### src/rtl/conio_pkg.sv
package conio_pkg;

  // Register offsets within the I/O window; software depends on these.
  localparam int unsigned OFS_KEY_STAT = 32'h0000_0000;
  localparam int unsigned OFS_KEY_DATA = 32'h0000_0004;
  localparam int unsigned OFS_DSP_STAT = 32'h0000_0008;
  localparam int unsigned OFS_DSP_DATA = 32'h0000_000c;

  typedef enum logic [2:0] {
    SEL_NONE     = 3'd0,
    SEL_KEY_STAT = 3'd1,
    SEL_KEY_DATA = 3'd2,
    SEL_DSP_STAT = 3'd3,
    SEL_DSP_DATA = 3'd4
  } reg_sel_e;

  typedef struct packed {
    logic     in_window;
    reg_sel_e sel;
  } decode_t;

endpackage

### src/rtl/conio_decode.sv
module conio_decode
  import conio_pkg::*;
#(
  parameter int ADDR_W   = 32,
  parameter int WIN_BITS = 16
) (
  input  logic [ADDR_W-1:0] addr,
  output decode_t           dec
);

  localparam int TAG_W = ADDR_W - WIN_BITS;

  logic [TAG_W-1:0]    tag;
  logic [WIN_BITS-1:0] ofs;

  assign tag = addr[ADDR_W-1:WIN_BITS];
  assign ofs = addr[WIN_BITS-1:0];

  always_comb begin
    dec.in_window = &tag;
    dec.sel       = SEL_NONE;
    if (dec.in_window) begin
      if (ofs == WIN_BITS'(OFS_KEY_STAT))      dec.sel = SEL_KEY_STAT;
      else if (ofs == WIN_BITS'(OFS_KEY_DATA)) dec.sel = SEL_KEY_DATA;
      else if (ofs == WIN_BITS'(OFS_DSP_STAT)) dec.sel = SEL_DSP_STAT;
      else if (ofs == WIN_BITS'(OFS_DSP_DATA)) dec.sel = SEL_DSP_DATA;
      else                                     dec.sel = SEL_NONE;
    end
  end

endmodule

### src/rtl/conio_key_hold.sv
module conio_key_hold #(
  parameter int BYTE_W = 8
) (
  input  logic              clk,
  input  logic              rst,
  input  logic              in_valid,
  input  logic [BYTE_W-1:0] in_byte,
  output logic              in_ready,
  input  logic              take,
  output logic              full,
  output logic [BYTE_W-1:0] held
);

  logic              full_q;
  logic [BYTE_W-1:0] byte_q;

  always_ff @(posedge clk) begin
    if (rst) begin
      full_q <= 1'b0;
      byte_q <= '0;
    end else begin
      if (in_valid && !full_q) begin
        full_q <= 1'b1;
        byte_q <= in_byte;
      end else if (take && full_q) begin
        full_q <= 1'b0;
      end
    end
  end

  assign in_ready = !full_q;
  assign full     = full_q;
  assign held     = byte_q;

endmodule

### src/rtl/conio_dsp_hold.sv
module conio_dsp_hold #(
  parameter int BYTE_W = 8
) (
  input  logic              clk,
  input  logic              rst,
  input  logic              load,
  input  logic [BYTE_W-1:0] load_byte,
  output logic              out_valid,
  output logic [BYTE_W-1:0] out_byte,
  input  logic              out_ready,
  output logic              pending
);

  logic              pend_q;
  logic [BYTE_W-1:0] byte_q;

  always_ff @(posedge clk) begin
    if (rst) begin
      pend_q <= 1'b0;
      byte_q <= '0;
    end else begin
      if (pend_q && out_ready) begin
        pend_q <= 1'b0;
      end else if (load && !pend_q) begin
        pend_q <= 1'b1;
        byte_q <= load_byte;
      end
    end
  end

  assign out_valid = pend_q;
  assign out_byte  = byte_q;
  assign pending   = pend_q;

endmodule

### src/rtl/console_mmio.sv
module console_mmio
  import conio_pkg::*;
#(
  parameter int ADDR_W   = 32,
  parameter int DATA_W   = 32,
  parameter int BYTE_W   = 8,
  parameter int WIN_BITS = 16
) (
  input  logic              clk,
  input  logic              rst,
  input  logic [ADDR_W-1:0] cpu_addr,
  input  logic              cpu_rd,
  input  logic              cpu_wr,
  input  logic [DATA_W-1:0] cpu_wdata,
  output logic              mem_rd,
  output logic              mem_wr,
  output logic [ADDR_W-1:0] mem_addr,
  output logic [DATA_W-1:0] mem_wdata,
  output logic              io_rd,
  output logic [DATA_W-1:0] io_rdata,
  input  logic              kbd_valid,
  input  logic [BYTE_W-1:0] kbd_data,
  output logic              kbd_ready,
  output logic              dsp_valid,
  output logic [BYTE_W-1:0] dsp_data,
  input  logic              dsp_ready
);

  localparam int PAD_W = DATA_W - BYTE_W;

  decode_t           dec;
  logic              rd_io, wr_io, rd_mem, wr_mem;
  logic              key_full, dsp_pend;
  logic [BYTE_W-1:0] key_byte;
  logic [DATA_W-1:0] rd_mux;

  conio_decode #(.ADDR_W(ADDR_W), .WIN_BITS(WIN_BITS)) u_dec (
    .addr (cpu_addr),
    .dec  (dec)
  );

  assign rd_io  = cpu_rd &&  dec.in_window;
  assign wr_io  = cpu_wr &&  dec.in_window;
  assign rd_mem = cpu_rd && !dec.in_window;
  assign wr_mem = cpu_wr && !dec.in_window;

  conio_key_hold #(.BYTE_W(BYTE_W)) u_key (
    .clk      (clk),
    .rst      (rst),
    .in_valid (kbd_valid),
    .in_byte  (kbd_data),
    .in_ready (kbd_ready),
    .take     (rd_io && dec.sel == SEL_KEY_DATA),
    .full     (key_full),
    .held     (key_byte)
  );

  conio_dsp_hold #(.BYTE_W(BYTE_W)) u_dsp (
    .clk       (clk),
    .rst       (rst),
    .load      (wr_io && dec.sel == SEL_DSP_DATA),
    .load_byte (cpu_wdata[BYTE_W-1:0]),
    .out_valid (dsp_valid),
    .out_byte  (dsp_data),
    .out_ready (dsp_ready),
    .pending   (dsp_pend)
  );

  always_comb begin
    rd_mux = '0;
    unique case (dec.sel)
      SEL_KEY_STAT: rd_mux = DATA_W'(key_full);
      SEL_KEY_DATA: rd_mux = key_full ? {{PAD_W{1'b0}}, key_byte} : '0;
      SEL_DSP_STAT: rd_mux = DATA_W'(!dsp_pend);
      default:      rd_mux = '0;
    endcase
  end

  always_ff @(posedge clk) begin
    if (rst) begin
      mem_rd    <= 1'b0;
      mem_wr    <= 1'b0;
      mem_addr  <= '0;
      mem_wdata <= '0;
      io_rd     <= 1'b0;
      io_rdata  <= '0;
    end else begin
      mem_rd <= rd_mem;
      mem_wr <= wr_mem;
      if (rd_mem || wr_mem) mem_addr <= cpu_addr;
      if (wr_mem)           mem_wdata <= cpu_wdata;
      io_rd    <= rd_io;
      io_rdata <= rd_io ? rd_mux : '0;
    end
  end

endmodule

### config.mk
export PLATFORM = sky130hd
export DESIGN_NAME = console_mmio
export DESIGN_NICKNAME = d
export VERILOG_FILES = /design/src/rtl/conio_pkg.sv /design/src/rtl/conio_decode.sv /design/src/rtl/conio_key_hold.sv /design/src/rtl/conio_dsp_hold.sv /design/src/rtl/console_mmio.sv
export SDC_FILE = /design/constraint.sdc
export NUM_CORES = 1
export LEC_CHECK = 0
export BUFFER_PORTS_ARGS = -buffer_cell sky130_fd_sc_hd__clkbuf_2
export CORE_UTILIZATION = 46
export CTS_CLUSTER_DIAMETER = 80
export DETAILED_ROUTE_END_ITERATION = 10
export HOLD_SLACK_MARGIN = 0.1
export PLACE_DENSITY = 0.8
export SYNTH_ARGS = -nofsm -noshare
export SYNTH_HDL_FRONTEND = slang
export SYNTH_HIERARCHICAL = 1
export SYNTH_SLANG_ARGS = --single-unit
### constraint.sdc
create_clock -name clk -period 3.4 [get_ports clk]
set_clock_uncertainty 0.15 [all_clocks]
set_input_delay 0.34 -clock clk [delete_from_list [all_inputs] [get_ports clk]]
set_output_delay 0.34 -clock clk [all_outputs]
set_load 0.01 [all_outputs]
==> impl_metrics.tcl, run 1 <==
set metrics [dict create \
    p_leak_nw 2.45 \
    min_period_ns 2.73 \
    drtPass1Iterations 4 \
    dp.cells 678 \
    die_y_um 92.5 \
    die_w_um 92.5 \
    cp-end-kind "flop" \
    synthesis.area_um2 3760 \
    p_total_mw 2.23 \
    p_sw_frac 0.257 \
    overflow 0 \
    dp_hpwl_um 6360 \
    slew_violations 0 \
    p_int_mw 1.66 \
    core_um2 7810 \
    synth_edf_count 0 \
    port_buffers 162 \
    hold_path.class "in -> reg" \
    rsz0062_at_grt "no" \
    grt_max_degree 49 \
    worstMarginPinSlew_ns 0.673 \
    die_area_um2 8550 \
    area_growth_pct 42.1 \
    async_flop_share 0 \
    final_core_util 0.685 \
    antennaDiodeCount 0 \
    synth.area.top_cells "dfxtp_1, nand2_1, a21oi_1, buf_4, nand4bb_1" \
    drt_wl_total_um 10200 \
    layout-drive-gt1-share 0.318 \
    grt_first_pass_wirelength_um 16200 \
    synth-main-ff-cell "dfxtp_1" \
    fin_cells 757 \
    synth_top_area_share 0.495 \
    fin_setup_tns_ns 0 \
    place_congestion 0.837 \
    insertion_delay_ns 0.34 \
    cts_tree "built" \
    dr.first_iter.drc_count 161 \
    yosysTopAreaCell "dfxtp_1" \
    syn_inst 434 \
    post_cts.repair.setup_buffers 0 \
    synth_seq_cells 93 \
    crit_arrival_ns 2.86 \
    remaining_drc_errors 0 \
    syn-mean-instance-area_um2 8.67 \
    ios 187 \
    pwr-share-seq 0.525 \
    outcome "finished, final reports clean" \
    comb_power_share 0.145 \
    setup-violations-final 0 \
    p_per_area_nw_per_um2 417 \
    final_cell_mix "clkbuf_2, nand2_1, dfxtp_1" \
    power_frac_clock 0.330 \
    cts_root_buf "clkbuf_8" \
    yosysSeqAreaShare 0.495 \
    grt_use_total 0.236 \
    final_net_count 728 \
    p_switching_uw 573 \
    wl_per_cell_um 13.5 \
    cts_buffers 9 \
    fmax_ghz 0.366 \
    crit_fanout 10 \
    final_common_cell "clkbuf_2" \
    rows 32 \
    critPathLaunchType "input port" \
    initial_core_util 0.482 \
    clockBufferDepth 2 \
    ir_drop_mv 0.298 \
    path_class "in -> reg" \
    synth-warning-count 6 \
    slew_headroom 0.551 \
    via_per_inst 4.90 \
    ant_nets 0 \
    hold_violations 0 \
    drv_cap 0 \
    antenna_found_initial 0 \
    clock-sinks 93 \
    ys_types 34 \
    vias 3711 \
    cp.required_ns 3.52 \
    htreeDepth 3 \
    grt_pass1_vias 3511 \
    path_clk_slew_ns 0.09 \
    fin_crit_sh 0.804 \
]
[power groups by stage]
stage          combinational, mW  sequential, mW  clock (mW)
2_1_floorplan              0.142            1.21           0
3_3_place_gp               0.253            1.19           0
3_5_place_dp               0.260            1.19           0
4_1_cts                    0.317            1.17       0.760
5_1_grt                    0.353            1.18       0.808
6_report                   0.323            1.17       0.736
[cell type report]
class / count / area (um^2)
Clock buffer: 11 / 141
Clock inverter: 5 / 60.1
Fill cell: 628 / 2460
Inverter: 1 / 3.75
Multi-Input combinational cell: 313 / 1660
Sequential cell: 93 / 1860
Tap cell: 102 / 128
Timing Repair Buffer: 232 / 1490
[critical path: stages]
cell           delay (ns)
dlygate4sd3_1        0.56
clkbuf_2             0.12
or4_1                0.52
nor2_1               0.20
and4_1               0.27
nand2b_1             0.21
nor3_1               0.07
buf_4                0.17
and2b_4              0.22
o21ai_2              0.16
[Yosys cell counts, types with 2 or more instances]
cell type / count
a211oi_1: 2
a21oi_1: 64
and2_1: 7
and2b_4: 2
and3b_1: 2
and4_1: 3
buf_2: 9
buf_4: 32
clkbuf_1: 7
dfxtp_1: 93
nand2_1: 131
nand2b_1: 19
nand4_1: 4
nand4bb_1: 16
nor2_1: 5
nor3_1: 4
o21ai_2: 16
or4_1: 2
[sequential cells by signal, indices dropped and copies added (netlist names)]
signal	cells
mem_rd	1
mem_addr	32
u_key/full	1
u_key/held	8
u_dsp/out_byte	8
io_rdata	8
mem_wr	1
u_dsp/out_valid	1
mem_wdata	32
io_rd	1
[per-layer routing]
metal	global-route usage	part of all wire
met1	0.272	0.40
met2	0.417	0.52
met3	0.0583	0.061
met4	0.0938	0.019
met5	0	0
[what timing repair did]
item                                    4_1_cts  5_1_grt
endpoints found under the setup margin        0        0
gates resized for setup                       0        0
hold buffers                                 63        0
hold endpoints to repair                     63        0
[per-stage QoR]
| step | hold slack [ns] | setup WS, ns | area, um^2 |
|---|---|---|---|
| floorplan | 0.281 | 0.846 | 3850 |
| global placement | 0.289 | 0.983 | 4520 |
| detailed placement | 0.299 | 0.945 | 4520 |
| CTS | 0.104 | 0.754 | 5350 |
| global route | 0.105 | 0.624 | 5350 |
| finish | 0.124 | 0.667 | 5350 |
[cell families (layout without fill, tap and decap cells)]
logic type,after synthesis,in the layout,share of synthesized area
buf+inv,51,249,0.0878
other cells,1,24,0.000996
xor+xnor,1,1,0.00233
flops,93,93,0.495
compound gates,85,85,0.134
simple gates,203,203,0.280
[worst paths after layout]
path / from / end / slack, ns / cells after the start
worst max-delay path: cpu_addr[4] / u_dsp/out_byte[0]$_SDFFE_PP0P_ / 0.67 / 10
worst min-delay path: cpu_addr[9] / mem_addr[9]$_SDFFE_PP0P_ / 0.12 / 3
worst max register to register: u_key/full$_SDFFE_PP0P_ / io_rdata[4]$_SDFF_PP0_ / 1.95 / 3
worst min register to register: mem_wdata[5]$_SDFFE_PP0P_ / mem_wdata[5]$_SDFFE_PP0P_ / 0.31 / 2
No activity file was read; power rests on OpenSTA's default activity.
==> inputs of run 2 (changes only) <==
CORE_UTILIZATION = 41   (was 46)
PLACE_DENSITY = 0.76   (was 0.8)
clock period = 2.4 ns   (was 3.4 ns; I/O delays follow)
==> impl_metrics.tcl, run 2 (same netlist as run 1, synthesis figures left out) <==
set metrics [dict create \
    outcome "complete, but fails checks" \
    violations "DRC" \
    fillers 717 \
    crit_arrival_ns 2.29 \
    grt_pass1_vias 3744 \
    slew_headroom 0.113 \
    path_clk_slew_ns 0.08 \
    crit_fanout 10 \
    place_congestion 0.821 \
    grt_max_degree 47 \
    grt_first_pass_wirelength_um 17200 \
    drv_cap 0 \
    via_per_inst 4.90 \
    vias 3789 \
    drtPass1Iterations 7 \
    reg.largest.list "mem_addr: 32 flops, mem_wdata: 32 flops" \
    final_cell_mix "clkbuf_2, nand2_1, dfxtp_1" \
    die_area_um2 9570 \
    cts_buffers 9 \
    fin_crit_sh 0.915 \
    ant_nets 0 \
    rsz0062_at_grt "no" \
    hold_path.startpoint "kbd_valid" \
    area_growth_pct 47.1 \
    worstMarginPinSlew_ns 1.32 \
    hold_violations 0 \
    p_per_area_nw_per_um2 628 \
    die_w_um 97.8 \
    path_class "in -> reg" \
    r2r-start "u_key/full$_SDFFE_PP0P_" \
    p_total_mw 3.48 \
    setup-violations-final 0 \
    htreeDepth 3 \
    dr.first_iter.drc_count 171 \
    min_period_ns 2.20 \
    antennaDiodeCount 0 \
    slew_violations 0 \
    cts_root_buf "clkbuf_8" \
    cp.required_ns 2.49 \
    antenna_found_initial 0 \
    ir_drop_mv 0.304 \
    critPathLaunchType "input port" \
    final_net_count 739 \
    initial_core_util 0.427 \
    whs_ns 0.133 \
    path_cells "dlygate4sd3_1, clkbuf_2, xnor2_1, nor3_1, and4_1, buf_4, nor3_4, and2b_4, o21ai_2" \
    layout-drive-gt1-share 0.313 \
    drt_wl_total_um 10500 \
    die_y_um 97.8 \
    final_common_cell "clkbuf_2" \
    remaining_drc_errors 21 \
    port_buffers 162 \
    p_leak_nw 2.54 \
    core_um2 8810 \
    cp-end-kind "flop" \
    grt_use_total 0.222 \
    clock-sinks 93 \
    cp_slowest_cell "dlygate4sd3_1" \
    rows 34 \
    slowest_delay_ns 0.54 \
    hold_path.class "in -> reg" \
    overflow 0 \
    fmax_ghz 0.455 \
    dp_hpwl_um 6510 \
    post_cts.repair.setup_buffers 0 \
    ios 187 \
    clockBufferDepth 2 \
    wl_per_cell_um 13.5 \
    insertion_delay_ns 0.34 \
    crit_start "cpu_addr[3]" \
    final_core_util 0.629 \
    cts_tree "built" \
]
run 2: changes by cell type in the layout (fill, tap and decap cells not counted), sizes merged:
cell	change
dlygate4sd3	+11
clkinvlp	-4
bufinv	+3
buf	+1
clkbuf	-1
run 2: where the power goes:
group | switching (mW) | total (mW) | leakage (nW) | internal, mW
clock network | 0.528 | 1.35 | 0.130 | 0.821
logic | 0.242 | 0.472 | 1.64 | 0.230
registers | 0.0409 | 1.66 | 0.765 | 1.62
run 2: layer usage:
metal,part of all wire,vias to the layer above,global-route usage,routed length (um)
met5,0,-,0,0
met4,0.030,0,0.106,318
met1,0.41,1759,0.250,4280
li1,-,1848,-,-
met3,0.060,30,0.0515,627
met2,0.50,152,0.398,5240
run 2: final timing paths:
check	depth (start not counted)	slack, ns	to
worst max register to register	3	0.98	io_rdata[3]$_SDFF_PP0_
worst min register to register	1	0.30	io_rdata[2]$_SDFF_PP0_
worst min-delay path	3	0.13	u_key/full$_SDFFE_PP0P_
worst max-delay path	9	0.20	u_dsp/out_byte[1]$_SDFFE_PP0P_
run 2: worst max-delay path, delay by kind of cell:
family / cells / cell delay (ns)
XOR/XNOR: 1 / 0.16
AND/OR/NAND/NOR: 4 / 0.98
AO/OA/AOI/OAI: 1 / 0.08
buffers and inverters: 3 / 0.84
run 2: through the flow:
stage | setup slack, ns | instance area [um^2] | TNS, ns | cells
2_1_floorplan | 0.185 | 3850 | 0 | 457
3_3_place_gp | -0.0628 | 4530 | -0.499 | 684
3_5_place_dp | -0.0962 | 4530 | -0.727 | 684
4_1_cts | 0.0466 | 5530 | 0 | 773
5_1_grt | 0.0916 | 5540 | 0 | 773
6_report | 0.204 | 5540 | 0 | 773
run 2: cell type report:
class	instances	area, um^2	area share
sequential	93	1860	0.336
multi-input combinational	313	1670	0.302
timing repair buffer	243	1600	0.290
clock buffer	11	141	0.0255
tap	108	135	0.0244
clock inverter	4	120	0.0217
inverter	1	3.75	0.000678
run 2: repair_timing:
item | CTS | global route
hold buffers | 74 | 0
gates resized for setup | 0 | 1
endpoints found under the setup margin | 0 | 8
endpoints found under the hold margin | 83 | 0
==> inputs of run 3 (changes only) <==
RECOVER_POWER = 25   (was default)
==> impl_metrics.tcl, run 3 (same netlist as run 1, synthesis figures left out) <==
set metrics [dict create \
    final_net_count 739 \
    ant_nets 0 \
    whs_endpoint "u_key/full$_SDFFE_PP0P_" \
    die_area_um2 9570 \
    layout-drive-gt1-share 0.248 \
    drt_wl_total_um 10500 \
    grt_pass1_vias 3744 \
    path_class "in -> reg" \
    cts_buffers 9 \
    worstMarginPinSlew_ns 1.33 \
    regArea_um2 1860 \
    clock-sinks 93 \
    grt_first_pass_wirelength_um 17200 \
    hold_violations 0 \
    p_leak_nw 2.40 \
    post_cts.repair.setup_buffers 0 \
    remaining_drc_errors 22 \
    fmax_ghz 0.452 \
    fin_cells 773 \
    port_buffers 162 \
    min_path_cells 3 \
    rows 34 \
    reg.largest.list "mem_addr: 32 flops, mem_wdata: 32 flops" \
    dp.cells 684 \
    r2r-start "u_key/full$_SDFFE_PP0P_" \
    place_congestion 0.821 \
    drv_cap 0 \
    wl_per_cell_um 13.6 \
    via_per_inst 4.93 \
    cp-end-kind "flop" \
    vias 3809 \
    r2r_cells 3 \
    outcome "complete, but fails checks" \
    setup-violations-final 0 \
    htreeDepth 3 \
    antennaDiodeCount 0 \
    clockBufferDepth 2 \
    initial_core_util 0.427 \
    rsz0062_at_grt "no" \
    slew_headroom 0.112 \
    crit_fanout 10 \
    path_clk_slew_ns 0.08 \
    hold_path.class "in -> reg" \
    area_growth_pct 45.7 \
    slew_violations 0 \
    grt_max_degree 47 \
    die_y_um 97.8 \
    dr.first_iter.drc_count 174 \
    cp.required_ns 2.49 \
    fin_area_um2 5480 \
    min_period_ns 2.21 \
    crit_arrival_ns 2.30 \
    ios 187 \
    drtPass1Iterations 7 \
    overflow 0 \
    dp_hpwl_um 6510 \
    fin_crit_sh 0.921 \
    final_cell_mix "nand2_1, clkbuf_2, dfxtp_1" \
    die_w_um 97.8 \
    violations "DRC" \
    ir_drop_mv 0.304 \
    insertion_delay_ns 0.34 \
    antenna_found_initial 0 \
    grt_use_total 0.222 \
    cts_root_buf "clkbuf_8" \
    r2r_slack_ns 0.98 \
    critPathLaunchType "input port" \
    multiInputGateArea_um2 1670 \
    p_per_area_nw_per_um2 633 \
    r2r-end "io_rdata[3]$_SDFF_PP0_" \
    placed_area_um2 4530 \
    fillers 738 \
    hold_path.startpoint "kbd_valid" \
    core_um2 8810 \
    final_common_cell "nand2_1" \
    cts_tree "built" \
]
==> run 3: worst max-delay path by stage <==
stage	startpoint	end	slack, ns	cells after the start
global placement	cpu_addr[12]	u_dsp/out_byte[0]$_SDFFE_PP0P_	-0.06	8
global route	cpu_rd	mem_addr[12]$_SDFFE_PP0P_	0.08	5
floorplan	cpu_addr[18]	u_dsp/out_byte[0]$_SDFFE_PP0P_	0.18	7
CTS	cpu_addr[3]	u_dsp/out_byte[1]$_SDFFE_PP0P_	0.05	9
finish	cpu_addr[3]	u_dsp/out_byte[1]$_SDFFE_PP0P_	0.19	9
detailed placement	cpu_addr[12]	u_dsp/out_byte[0]$_SDFFE_PP0P_	-0.1	8
==> run 3: layout make-up <==
class                   count  area share
inverters                   1    0.000684
flip-flops and latches     93       0.339
clock inverters             4      0.0219
clock buffers              11      0.0258
repair buffers            243       0.283
multi-input cells         313       0.305
well taps                 108      0.0246
==> run 3: report_power, final <==
group          internal (mW)  total (mW)  switching (mW)
clock                  0.821        1.35           0.530
combinational          0.221       0.464           0.243
sequential              1.62        1.66          0.0406
==> run 3: through the flow <==
| stage | hold slack (ns) | setup WS, ns | setup TNS, ns | util | total power [mW] |
|---|---|---|---|---|---|
| 3_3_place_gp | 0.288 | -0.0628 | -0.499 | 0.514 | 2.05 |
| 5_1_grt | 0.150 | 0.0834 | 0 | 0.623 | 3.60 |
| 4_1_cts | 0.102 | 0.0466 | 0 | 0.628 | 3.50 |
| 3_5_place_dp | 0.288 | -0.0962 | -0.727 | 0.514 | 2.06 |
| 6_report | 0.133 | 0.189 | 0 | 0.623 | 3.47 |
| 2_1_floorplan | 0.190 | 0.185 | 0 | - | 1.92 |
==> run 3: what timing repair did <==
action                                  4_1_cts  5_1_grt
hold buffers                                 74        0
resized for setup                             0        1
endpoints found under the setup margin        0        8
hold endpoints to repair                     83        0
==> run 3: metal layers <==
layer  track usage  routed length, um
met1         0.250               4330
met5             0                  0
met3        0.0515                639
met4         0.106                321
met2         0.398               5240
==> run 3: critical path, stage by stage <==
cell	delay [ns]
dlygate4sd3_1	0.55
clkbuf_2	0.14
xnor2_1	0.16
nor3_1	0.06
and4_1	0.22
buf_4	0.16
nor3_4	0.38
and2b_4	0.32
o21ai_2	0.08
